<file path="src/rtl/acc_exec_pkg.sv">
`timescale 1ns/1ps
package acc_exec_pkg;

    // Operation codes; values are fixed by the operation set
    typedef enum logic [3:0] {
        OC_IDLE         = 4'd0,
        OC_ACC_LOAD     = 4'd1,
        OC_ACC_TO_GPR   = 4'd2,
        OC_GPR_TO_OUT   = 4'd3,
        OC_ACC_TO_OUT   = 4'd4,
        OC_GPR_LOAD     = 4'd5,
        OC_ACC_LOAD_ALT = 4'd6,
        OC_SUM          = 4'd7,
        OC_BIT_OR       = 4'd8,
        OC_BIT_AND      = 4'd9,
        OC_INVERT       = 4'd10
    } opcode_e;

    typedef enum logic [1:0] {
        FN_ADD,
        FN_OR,
        FN_AND,
        FN_INV
    } alu_fn_e;

    typedef enum logic {
        ACC_FROM_BUS,
        ACC_FROM_ALU
    } acc_src_e;

    typedef enum logic {
        GPR_FROM_BUS,
        GPR_FROM_ACC
    } gpr_src_e;

    typedef enum logic {
        OUT_FROM_GPR,
        OUT_FROM_ACC
    } out_src_e;

    typedef struct packed {
        logic     acc_we;
        acc_src_e acc_src;
        logic     gpr_we;
        gpr_src_e gpr_src;
        logic     out_we;
        out_src_e out_src;
        alu_fn_e  alu_fn;
    } ctrl_t;

endpackage

</file>
<file path="src/rtl/acc_exec_decode.sv">
`timescale 1ns/1ps
module acc_exec_decode
    import acc_exec_pkg::*;
(
    input  logic       op_valid,
    input  logic [3:0] op_code,
    output ctrl_t      ctrl
);

    always_comb begin
        ctrl = '{acc_we: 1'b0, acc_src: ACC_FROM_BUS, gpr_we: 1'b0,
                 gpr_src: GPR_FROM_BUS, out_we: 1'b0, out_src: OUT_FROM_GPR,
                 alu_fn: FN_ADD};
        if (op_valid) begin
            case (op_code)
                OC_ACC_LOAD, OC_ACC_LOAD_ALT: begin
                    ctrl.acc_we  = 1'b1;
                    ctrl.acc_src = ACC_FROM_BUS;
                end
                OC_ACC_TO_GPR: begin
                    ctrl.gpr_we  = 1'b1;
                    ctrl.gpr_src = GPR_FROM_ACC;
                end
                OC_GPR_LOAD: begin
                    ctrl.gpr_we  = 1'b1;
                    ctrl.gpr_src = GPR_FROM_BUS;
                end
                OC_GPR_TO_OUT: begin
                    ctrl.out_we  = 1'b1;
                    ctrl.out_src = OUT_FROM_GPR;
                end
                OC_ACC_TO_OUT: begin
                    ctrl.out_we  = 1'b1;
                    ctrl.out_src = OUT_FROM_ACC;
                end
                OC_SUM: begin
                    ctrl.acc_we  = 1'b1;
                    ctrl.acc_src = ACC_FROM_ALU;
                    ctrl.alu_fn  = FN_ADD;
                end
                OC_BIT_OR: begin
                    ctrl.acc_we  = 1'b1;
                    ctrl.acc_src = ACC_FROM_ALU;
                    ctrl.alu_fn  = FN_OR;
                end
                OC_BIT_AND: begin
                    ctrl.acc_we  = 1'b1;
                    ctrl.acc_src = ACC_FROM_ALU;
                    ctrl.alu_fn  = FN_AND;
                end
                OC_INVERT: begin
                    ctrl.acc_we  = 1'b1;
                    ctrl.acc_src = ACC_FROM_ALU;
                    ctrl.alu_fn  = FN_INV;
                end
                default: ;
            endcase
        end
    end

endmodule

</file>
<file path="src/rtl/acc_exec_alu.sv">
`timescale 1ns/1ps
module acc_exec_alu
    import acc_exec_pkg::*;
#(
    parameter int W = 8
) (
    input  logic [W-1:0] opa,
    input  logic [W-1:0] opb,
    input  alu_fn_e      fn,
    output logic [W-1:0] res
);

    logic [W-1:0] sum;
    logic [W-1:0] bit_or;
    logic [W-1:0] bit_and;
    logic [W-1:0] bit_inv;

    // Carry out of the top bit is dropped: the sum wraps modulo 2^W
    assign sum = opa + opb;

    for (genvar i = 0; i < W; i++) begin : g_bit
        assign bit_or[i]  = opa[i] | opb[i];
        assign bit_and[i] = opa[i] & opb[i];
        assign bit_inv[i] = ~opa[i];
    end

    always_comb begin
        case (fn)
            FN_ADD:  res = sum;
            FN_OR:   res = bit_or;
            FN_AND:  res = bit_and;
            default: res = bit_inv;
        endcase
    end

endmodule

</file>
<file path="src/rtl/acc_exec_unit.sv">
`timescale 1ns/1ps
module acc_exec_unit
    import acc_exec_pkg::*;
#(
    parameter int W = 8
) (
    input  logic         clk,
    input  logic         rst,
    input  logic         op_valid,
    input  logic [3:0]   op_code,
    input  logic [W-1:0] in_bus,
    output logic [W-1:0] acc_o,
    output logic [W-1:0] gpr_o,
    output logic [W-1:0] out_o
);

    typedef struct packed {
        logic [W-1:0] acc;
        logic [W-1:0] gpr;
        logic [W-1:0] out;
    } state_t;

    state_t       st_d;
    state_t       st_q;
    ctrl_t        ctrl;
    logic [W-1:0] alu_res;

    acc_exec_decode u_dec (
        .op_valid (op_valid),
        .op_code  (op_code),
        .ctrl     (ctrl)
    );

    acc_exec_alu #(.W(W)) u_alu (
        .opa (st_q.acc),
        .opb (st_q.gpr),
        .fn  (ctrl.alu_fn),
        .res (alu_res)
    );

    always_comb begin
        st_d = st_q;
        if (ctrl.acc_we) begin
            st_d.acc = (ctrl.acc_src == ACC_FROM_ALU) ? alu_res : in_bus;
        end
        if (ctrl.gpr_we) begin
            st_d.gpr = (ctrl.gpr_src == GPR_FROM_ACC) ? st_q.acc : in_bus;
        end
        if (ctrl.out_we) begin
            st_d.out = (ctrl.out_src == OUT_FROM_ACC) ? st_q.acc : st_q.gpr;
        end
    end

    always_ff @(posedge clk) begin
        if (rst) begin
            st_q <= '0;
        end else begin
            st_q <= st_d;
        end
    end

    assign acc_o = st_q.acc;
    assign gpr_o = st_q.gpr;
    assign out_o = st_q.out;

endmodule

</file>
<file path="config.mk">
export PLATFORM = sky130hd
export DESIGN_NAME = acc_exec_unit
export DESIGN_NICKNAME = d
export VERILOG_FILES = /design/src/rtl/acc_exec_pkg.sv /design/src/rtl/acc_exec_decode.sv /design/src/rtl/acc_exec_alu.sv /design/src/rtl/acc_exec_unit.sv
export SDC_FILE = /design/constraint.sdc
export NUM_CORES = 1
export LEC_CHECK = 0
export ABC_AREA = 1
export CAP_MARGIN = 20
export CORE_AREA = 2 2 64 66
export DETAILED_ROUTE_END_ITERATION = 12
export DIE_AREA = 0 0 66 68
export PLACE_DENSITY = 0.77
export SYNTH_ARGS = -nofsm -noshare
export SYNTH_HDL_FRONTEND = slang
export SYNTH_SLANG_ARGS = --single-unit
</file>
<file path="constraint.sdc">
create_clock -name clk -period 2.3 [get_ports clk]
set_clock_uncertainty 0.15 [all_clocks]
set_input_delay 0.69 -clock clk [delete_from_list [all_inputs] [get_ports clk]]
set_output_delay 0.69 -clock clk [all_outputs]
set_load 0.01 [all_outputs]
</file>
==> results.yml, run 1 <==
yosys:
  synth.avg_cell_area_um2: 6.18
  synthAdderAreaFrac_pct: 11.7
  synth_area_um2: 1880
  yosys-top-cells-count: "88 x nand2_1, 47 x inv_1, 37 x a21oi_1, 29 x o21ai_0, 24 x dfxtp_1"
  synth_edf_count: 0
  synth_xor_area_share_pct: 0
  yosysTopAreaCellShare_pct: 25.6
  synth_compound_area_share_pct: 22.4
  yosys.area.top_type: "dfxtp_1"
  synth.ff_latch_count: 24
  yosysMostFrequentCell: "nand2_1"
  syn_nets: 336
  ys_seq_area_share_pct: 25.6
  ys_warn_count: 0
  synth_mux_area_share_pct: 0
  synth_top_family_by_area: "simple AND/OR/NAND/NOR gates"
  synth-simple-area-share_pct: 28.4
  synth-async-reset-ratio_pct: 0
  yosysUniqueCellTypes: 24
  ys_top_cells_by_area: "dfxtp_1 26%, nand2_1 18%, ha_1 11%"
  synthFlopType: "dfxtp_1"
  netlist_instances: 304
cells_and_area:
  finalNetCount: 397
  diodes: 0
  fin_area_um2: 2570
  syn2layout_area_growth_pct: 36.8
  fillers: 376
  final_cells: 414
  drive_gt1_share_pct: 11.3
  post-route-util_pct: 66.7
critical_path:
  cpPeakStageDelay_ns: 0.48
  path_cells: "clkdlybuf4s50_1 > inv_1 > nor2_1 > inv_1 > nor2_2 > nand2_2 > buf_4 > o21ai_0 > a21oi_1"
  criticalPathCategory: "input port to flop"
  cp.arrival_ns: 2.25
  cp_slowest_cell: "clkdlybuf4s50_1"
  cp-start-kind: "input port"
  critPathCaptureType: "flop"
  critical_path_required_ns: 2.32
  critPathMostFrequentCell: "inv_1"
  critPathMaxFanout: 8
  crit_start: "op_code[2]"
  regToRegStartpoint: "acc_o[0]"
cts:
  clk_path_buf_depth: 2
  cts_made_buffers: 3
  postCtsHoldBufs: 0
  htreeDepth: 1
  post_cts_buffers: 0
  cts_sinks: 24
  cts_tree: "yes"
  clk-insertion-delay-late_ns: 0.28
  cts.clk_slew.worst_paths_ns: 0.09
  cts-root-buf: "clkbuf_8"
global_route:
  grt_pass1_wl_mm: 8.63
  antenna_found_initial: 0
  grt_use_total_pct: 25.0
  grt_max_degree: 17
  grt_pass1_vias: 1958
  grt-ovfl-total: 0
power:
  swShare_pct: 28.4
  p_seq_share_pct: 41.3
  power_switching_mw: 0.312
  total_power_mw: 1.10
  power_frac_comb_pct: 22.9
  power_leakage_nw: 1.25
  p_clk_share_pct: 35.8
  power_density_nw_per_um2: 426
  intPower_mw: 0.784
  ir_worst_vdd_uv: 340
floorplan:
  core.rowCount: 23
  fp.dieH_um: 68
  die_width_um: 66
  design.core.area_um2: 3860
  die_area_um2: 4490
  start_util_pct: 48.7
  ioPinCount: 39
place:
  port_buffers: 38
  hpwl_mm: 4.12
  place_area_um2: 2470
  dpl.cell_count: 410
  post-place-ws_ns: -0.330
  globalplace.congestion: 0.891
timing:
  fin_crit_ns: 2.23
  hold_violations: 0
  fin_crit_sh_pct: 96.9
  whs_ns: 0.318
  finalSetupTns_ns: 0
  worstMarginPinSlew_ns: 0.515
  fmax_mhz: 449
  setup_viol: 0
  rsz0062_at_grt: "true"
  fin_ws_ns: 0.0704
  slew_headroom_pct: 65.6
  finalMaxSlewViolations: 0
detailed_routing:
  vias: 2141
  drcViolationCount: 0
  first_pass_iters: 4
  wirelength_mm: 5.59
  vias_per_cell: 5.17
  first_iter_violations: 81
  wl_per_cell_um: 13.5
  antenna_left: 0
run_status:
  status: "finished, final reports clean"
flow_run:
  cap_viol_max_count: 0
worst_hold_path:
  min_path_type: "flop to flop"
  hold_path_startpoint: "out_o[3]"
-- logic make-up (layout without fill, tap and decap cells) --
| group | after synthesis | in the layout |
|---|---|---|
| simple gates | 130 | 130 |
| compound gates | 78 | 78 |
| buf+inv | 55 | 115 |
| flops | 24 | 24 |
| fa+ha+maj | 17 | 17 |
-- power groups by stage --
stage                     combinational, mW  clock (mW)  sequential (mW)
after global placement                0.236           0            0.462
after floorplan                       0.126           0            0.466
after global routing                  0.279       0.410            0.456
final                                 0.250       0.393            0.453
after detailed placement              0.241           0            0.462
after CTS                             0.245       0.393            0.453
-- final timing paths --
path / slack, ns / cells past startpoint / to
setup / recovery: 0.07 / 9 / out_o[1]
hold / removal: 0.32 / 2 / out_o[3]
hold reg to reg: 0.32 / 2 / out_o[3]
setup reg to reg: 0.29 / 7 / acc_o[2]
-- cell type report --
class | count | area (µm²) | area share, %
clock buffers | 3 | 41.3 | 1.61
clock inverters | 1 | 30.0 | 1.17
inverters | 47 | 176 | 6.86
multi-input cells | 225 | 1200 | 46.8
flip-flops and latches | 24 | 480 | 18.7
well taps | 50 | 62.6 | 2.43
repair buffers | 64 | 578 | 22.5
-- state kept, by name (all words and copies together), names as in the netlist --
name	flops
gpr_o	8
acc_o	8
out_o	8
-- cell usage in the layout (no fill, tap or decap), types with 3 or more instances in the layout --
| cell | instances |
|---|---|
| a21oi_1 | 37 |
| buf_4 | 26 |
| clkbuf_8 | 3 |
| clkdlybuf4s50_1 | 37 |
| dfxtp_1 | 24 |
| ha_1 | 16 |
| inv_1 | 47 |
| nand2_1 | 86 |
| nand3_1 | 11 |
| nand4_1 | 3 |
| nor2_1 | 18 |
| nor3_1 | 3 |
| o211ai_1 | 5 |
| o21ai_0 | 27 |
| o22ai_1 | 3 |
-- repair_timing --
| item | 4_1_cts | 5_1_grt |
|---|---|---|
| setup endpoints to repair | 8 | 24 |
| pin swaps | 0 | 1 |
| resized for setup | 1 | 8 |
-- routing by layer --
layer  GRT usage (%)  wire, µm
met1            29.7      2400
met2            44.4      2650
met3            3.78       353
met4            11.7       175
met5               0         0
-- worst max-delay path: cells and delay by family --
family | cells | cell delay (ns)
AOI/OAI and AO/OA | 2 | 0.31
and+or+nand+nor | 3 | 0.39
buffers and inverters | 4 | 0.84
Note: power is estimated with default switching activity, not from simulation.
==> run 2: changes to the inputs <==
- ABC_CLOCK_PERIOD_IN_PS: default -> 2300
- CORE_AREA: 2 2 64 66 -> 2 2 72 125
- DIE_AREA: 0 0 66 68 -> 0 0 74 127
- PLACE_DENSITY: 0.77 -> 0.4
==> results.yml, run 2 (synthesized netlist as in run 1, its figures left out) <==
cells_and_area:
  finalNetCount: 402
  final-seq-area_um2: 480
  multiInputGateArea_um2: 1190
  fillers: 922
  diodes: 0
  drive_gt1_share_pct: 13.3
  layout_common_cells: "85 x nand2_1, 46 x inv_1, 37 x a21oi_1, 37 x clkdlybuf4s50_1, 29 x buf_4"
  final_common_cell: "nand2_1"
  post-route-util_pct: 33.0
  syn2layout_area_growth_pct: 45.9
floorplan:
  die_area_um2: 9400
  die_width_um: 74
  design.core.area_um2: 8310
  core.rowCount: 44
  fp.dieH_um: 127
  ioPinCount: 39
  start_util_pct: 22.6
critical_path:
  critical_path_required_ns: 1.46
  cp_slowest_cell: "clkdlybuf4s50_1"
  cp.arrival_ns: 1.36
  critPathMaxFanout: 6
  critPathCaptureType: "primary output"
  cpPeakStageDelay_ns: 0.60
  crit_start: "acc_o[1]"
  path_delay_family: "buffers and inverters"
  cp-start-kind: "flop"
  regToRegStartpoint: "acc_o[2]"
  path_cells: "clkdlybuf4s50_1"
  critPathBufInv: 1
  criticalPathCategory: "flop to primary output"
timing:
  fmax_mhz: 454
  finalSetupTns_ns: 0
  fin_crit_ns: 2.20
  fin_crit_sh_pct: 95.8
  whs_ns: 0.313
  rsz0062_at_grt: "true"
  worstMarginPinSlew_ns: 0.324
  setup_viol: 0
  finalMaxSlewViolations: 0
  hold_violations: 0
  slew_headroom_pct: 78.2
cts:
  cts_made_buffers: 3
  clk-insertion-delay-late_ns: 0.27
  cts_tree: "yes"
  cts.clk_slew.worst_paths_ns: 0.07
  cts-root-buf: "clkbuf_16"
  post_cts_buffers: 0
  clk_path_buf_depth: 2
  postCtsHoldBufs: 0
  htreeDepth: 1
  cts_sinks: 24
place:
  globalplace.congestion: 0.885
  hpwl_mm: 5.30
  port_buffers: 38
global_route:
  grt-ovfl-total: 0
  grtUsageMet3_pct: 1.34
  grt_max_degree: 16
  grt_use_total_pct: 14.7
  gr-usage-met2_pct: 26.6
  antenna_found_initial: 0
  met1_usage_pct: 16.5
  top_usage_layer: "met2"
  grt_pass1_wl_mm: 10.4
  grt_pass1_vias: 2068
detailed_routing:
  wirelength_mm: 6.34
  vias_per_cell: 4.31
  vias: 2085
  first_iter_violations: 83
  drcViolationCount: 0
  first_pass_iters: 6
  wl_per_cell_um: 13.1
  antenna_left: 0
run_status:
  status: "finished, final reports clean"
flow_run:
  cap_viol_max_count: 0
worst_hold_path:
  min_path_type: "flop to flop"
  hold_path_startpoint: "out_o[0]"
power:
  ir_worst_vdd_uv: 308
  power_leakage_nw: 1.29
  power_density_nw_per_um2: 449
==> run 2: cell types whose count changed in the layout (fill, tap and decap cells not counted), sizes merged <==
cell	change
buf	+5
==> run 2: metrics by stage <==
step	area, µm²	total power, mW	setup slack (ns)	std cells
2_1_floorplan	1880	0.592	0.424	304
3_3_place_gp	2610	0.725	-0.291	480
3_5_place_dp	2610	0.722	-0.277	480
4_1_cts	2720	1.25	0.0528	484
5_1_grt	2740	1.30	-0.00491	484
6_report	2740	1.23	0.0972	484
==> run 2: metal layers <==
metal  up-vias  routed length [µm]
met5         -                   0
met4         0                 149
met3         7                 161
met1       931                2480
met2        37                3550
li1       1110                   -
==> run 2: report_power, final <==
group	total [mW]	switching (mW)	leakage [nW]	internal [mW]
logic	0.259	0.134	1.04	0.125
clock network	0.518	0.171	0.0511	0.347
registers	0.453	0.0202	0.195	0.432
total	1.23	0.326	1.29	0.905
==> run 2: worst paths after layout <==
path | slack (ns) | cells past startpoint | to
worst max-delay path | 0.1 | 1 | acc_o[1]
worst min-delay path | 0.31 | 2 | out_o[0]
worst max register to register | 0.35 | 9 | acc_o[3]
worst min register to register | 0.31 | 2 | out_o[0]
==> run 2: cell type report <==
cell class,count,share of cell area [%]
Clock buffer,3,2.74
Clock inverter,1,1.10
Inverter,47,6.44
Multi-Input combinational cell,225,43.6
Sequential cell,24,17.5
Tap cell,115,5.25
Timing Repair Buffer,69,23.4
==> run 2: timing repair <==
action | CTS | global route
resized for setup | 1 | 10
gates cloned | 0 | 0
pin swaps | 0 | 4
hold endpoints to repair | 0 | 0
endpoints found under the setup margin | 1 | 19
==> run 2: worst reg2reg max path: cells and delay by family, from the launching register on <==
kind            cells  cell delay [ns]
fa+ha+maj           1             0.36
flops               1             0.41
buf+inv             1             0.10
compound gates      2             0.20
simple gates        5             0.61
